--- config.mk ---
export PLATFORM = sky130hd
export DESIGN_NAME = cla_addsub
export DESIGN_NICKNAME = d
export VERILOG_FILES = /design/src/rtl/cla_addsub.sv
export SDC_FILE = /design/constraint.sdc
export NUM_CORES = 1
export LEC_CHECK = 0
export BUFFER_PORTS_ARGS = -buffer_cell sky130_fd_sc_hd__buf_2
export CORE_AREA = 4 4 41 43
export DETAILED_ROUTE_END_ITERATION = 10
export DIE_AREA = 0 0 45 47
export GPL_TIMING_DRIVEN = 0
export SYNTH_ARGS = -nofsm -noshare
export SYNTH_HDL_FRONTEND = slang
export SYNTH_SLANG_ARGS = --single-unit
--- constraint.sdc ---
create_clock -name vclk -period 8.8
set_clock_uncertainty 0.2 [all_clocks]
set_input_delay 1.76 -clock vclk [all_inputs]
set_output_delay 1.76 -clock vclk [all_outputs]
set_load 0.02 [all_outputs]
--- src/rtl/cla_addsub.sv ---
module cla_addsub #(
  parameter int W = 8
) (
  input  logic [W-1:0] a,
  input  logic [W-1:0] b,
  input  logic         sub,
  output logic [W-1:0] res,
  output logic         cout,
  output logic         ovf
);

  logic [W-1:0] bx;
  logic [W-1:0] p;
  logic [W-1:0] g;
  logic [W:0]   c;

  assign bx   = b ^ {W{sub}};
  assign p    = a ^ bx;
  assign g    = a & bx;
  assign c[0] = sub;

  // Each carry is flattened over the whole prefix, independent of lower carries.
  for (genvar i = 1; i <= W; i++) begin : g_carry
    logic cy;
    always_comb begin
      logic run;
      cy  = g[i-1];
      run = p[i-1];
      for (int j = i - 2; j >= 0; j--) begin
        cy  = cy | (run & g[j]);
        run = run & p[j];
      end
      cy = cy | (run & sub);
    end
    assign c[i] = cy;
  end

  assign res  = p ^ c[W-1:0];
  assign cout = c[W];
  assign ovf  = c[W] ^ c[W-1];

  always_comb begin
    logic [W:0] wide;
    logic       sa, sbx, sr;
    wide = {1'b0, a} + {1'b0, bx} + {{W{1'b0}}, sub};
    sa   = a[W-1];
    sbx  = bx[W-1];
    sr   = res[W-1];

    add_result_chk: assert (sub || res == W'(a + b));

    sub_result_chk: assert (!sub || res == W'(a - b));

    add_carry_chk: assert (sub || cout == wide[W]);

    sub_carry_chk: assert (!sub || cout == (a >= b));

    ovf_sign_chk: assert (ovf == ((sa == sbx) && (sr != sa)));
  end

endmodule

==> flow_summary.ini <==
[outcome]
outcome = finished, final reports clean

[worst_hold_path]
min_path_type = in2out
hold_end = res[1]
worst_hold_path.num_cells = 4
hold_path_startpoint = a[0]

[place]
portBuffers = 27
gp_congestion = 0.684
dp.final_hpwl_um = 774
post-place-cells = 89
placed_area_um2 = 564

[global_routing]
grt.total_usage = 0.0803
grt_pass1_wl_um = 1380
antenna_found_initial = 0
grt_pass1_vias = 386
grt_max_degree = 11
grt_overflow = 0

[synth]
synth_nets = 72
synth_area_per_cell_um2 = 8.73
ys_seq_area_frac = 0
synth_area_um2 = 410
synth.distinct_cells = 22
synth_warnings = 0
postSynthCellCount = 47

[routing]
wire_per_inst_um = 9.60
dr.pass1.iters = 2
routed-via-count = 431
final_antenna_net_count = 0
route.detailed.drc = 0
drt_iter0_markers = 3
wirelength_um = 854
via_per_inst = 4.84

[pwr]
power.density_nw_per_um2 = 129
total_power_mw = 0.0729
ir_worst_vdd_mv = 0.0539
leakage_nw = 0.297

[setup_path]
cp_num_buf_inv = 3
critPathMaxStageDelay_ps = 350
worstPathArrival_ps = 3730
cp-start-kind = input port
critPathKind = in2out
cp-end-kind = output port
critPathTopFamily = compound AO/OA/AOI/OAI gates
required_ps = 6840
path_cells = buf_2 -> buf_2 -> xor2_1 -> ha_1 -> a211oi_1 -> o21ai_0 -> o22ai_2 -> mux2_4 -> buf_2
crit_path_frequent_cell = buf_2
cp_max_fo = 10
slowest_stage = ha_1

[timing]
rsz0062_at_grt = false
slew_viol_final = 0
period_needed_ps = 5690
period_share = 0.646
slew_headroom = 0.813
worst_pin_slew_ps = 281
finalSetupViolCount = 0
max_freq_ghz = 0.176
tns_ps = 0
final_hold_viol_count = 0

[clocking]
ctsHoldBuffers = 0
post_cts_buffers = 0
cts_resized = 0

[die]
die_y_um = 47
dieArea_um2 = 2120
core.rowCount = 13
start_util = 0.315
ioPinCount = 27
coreArea_um2 = 1300
die_w_um = 45

[cells_and_area]
clkbuf_count = 0
seq_cells = 0
diodes = 0
fin_cells = 89
seqCellArea_um2 = 0
area_growth_pct = 37.5
post-route-util = 0.434
drive_gt1_frac = 0.459
fin_area_um2 = 564
fin_nets = 101

[job]
max-cap-violations = 0
==> worst max path at each step <==
stage	startpoint	to	slack [ps]	cells past startpoint
floorplan	sub	res[5]	3460	7
global placement	sub	ovf	3130	9
detailed placement	sub	ovf	3110	9
CTS	sub	ovf	3100	9
global route	sub	ovf	2960	9
finish	sub	ovf	3110	9
==> power breakdown <==
| group | switching [mW] | internal, mW |
|---|---|---|
| logic | 0.0417 | 0.0312 |
| clock network | 0 | 0 |
| registers | 0 | 0 |
==> through the flow <==
| stage | hold WS (ps) | setup slack [ps] |
|---|---|---|
| after floorplan | 3590 | 3460 |
| after global placement | 3760 | 3130 |
| after detailed placement | 3750 | 3110 |
| after CTS | 3760 | 3100 |
| after global routing | 3780 | 2960 |
| final | 3760 | 3110 |
==> synth_stat cells, types with 2 or more instances <==
master   count  area (µm²)
xor2_1      10        87.6
nor2_1       3        11.3
xnor2_1      6        52.6
ha_1         8         100
a21oi_1      2        10.0
o21ai_0      2        10.0
==> per-layer routing <==
metal	vias up	track usage	part of all wire
met5	-	0	0
met2	16	0.144	0.47
met4	0	0	0
li1	226	-	-
met3	0	0	0.089
met1	189	0.115	0.44
==> cells by family after synthesis <==
family          synth area share
buf+inv                   0.0213
fa+ha+maj                  0.244
xor+xnor                   0.341
compound gates             0.241
mux                       0.0610
simple gates              0.0914
==> area by class of cell <==
type	count	area (µm²)
multi-input combinational	45	402
inverter	1	3.75
timing repair buffer	27	135
tap	15	18.8
fill	162	737
buffer	1	5.00
==> cell usage in the layout, fill, tap and decap left out <==
cell type	count
a211oi_1	1
a211oi_2	1
a21o_1	1
a21oi_1	2
a221oi_2	1
and2_1	1
buf_2	28
ha_1	8
inv_1	1
mux2_4	1
mux2i_1	1
nand3_1	1
nor2_1	3
nor3_1	1
nor3_2	1
o21ai_0	2
o21ai_1	1
o21bai_1	1
o21bai_2	1
o22ai_2	1
xnor2_1	6
xor2_1	10
==> worst min-delay path: stages <==
cell and delay [ps]:
buf_2 90, mux2i_1 80, xnor2_1 120, buf_2 150
Power figures use the tool's default switching activity.
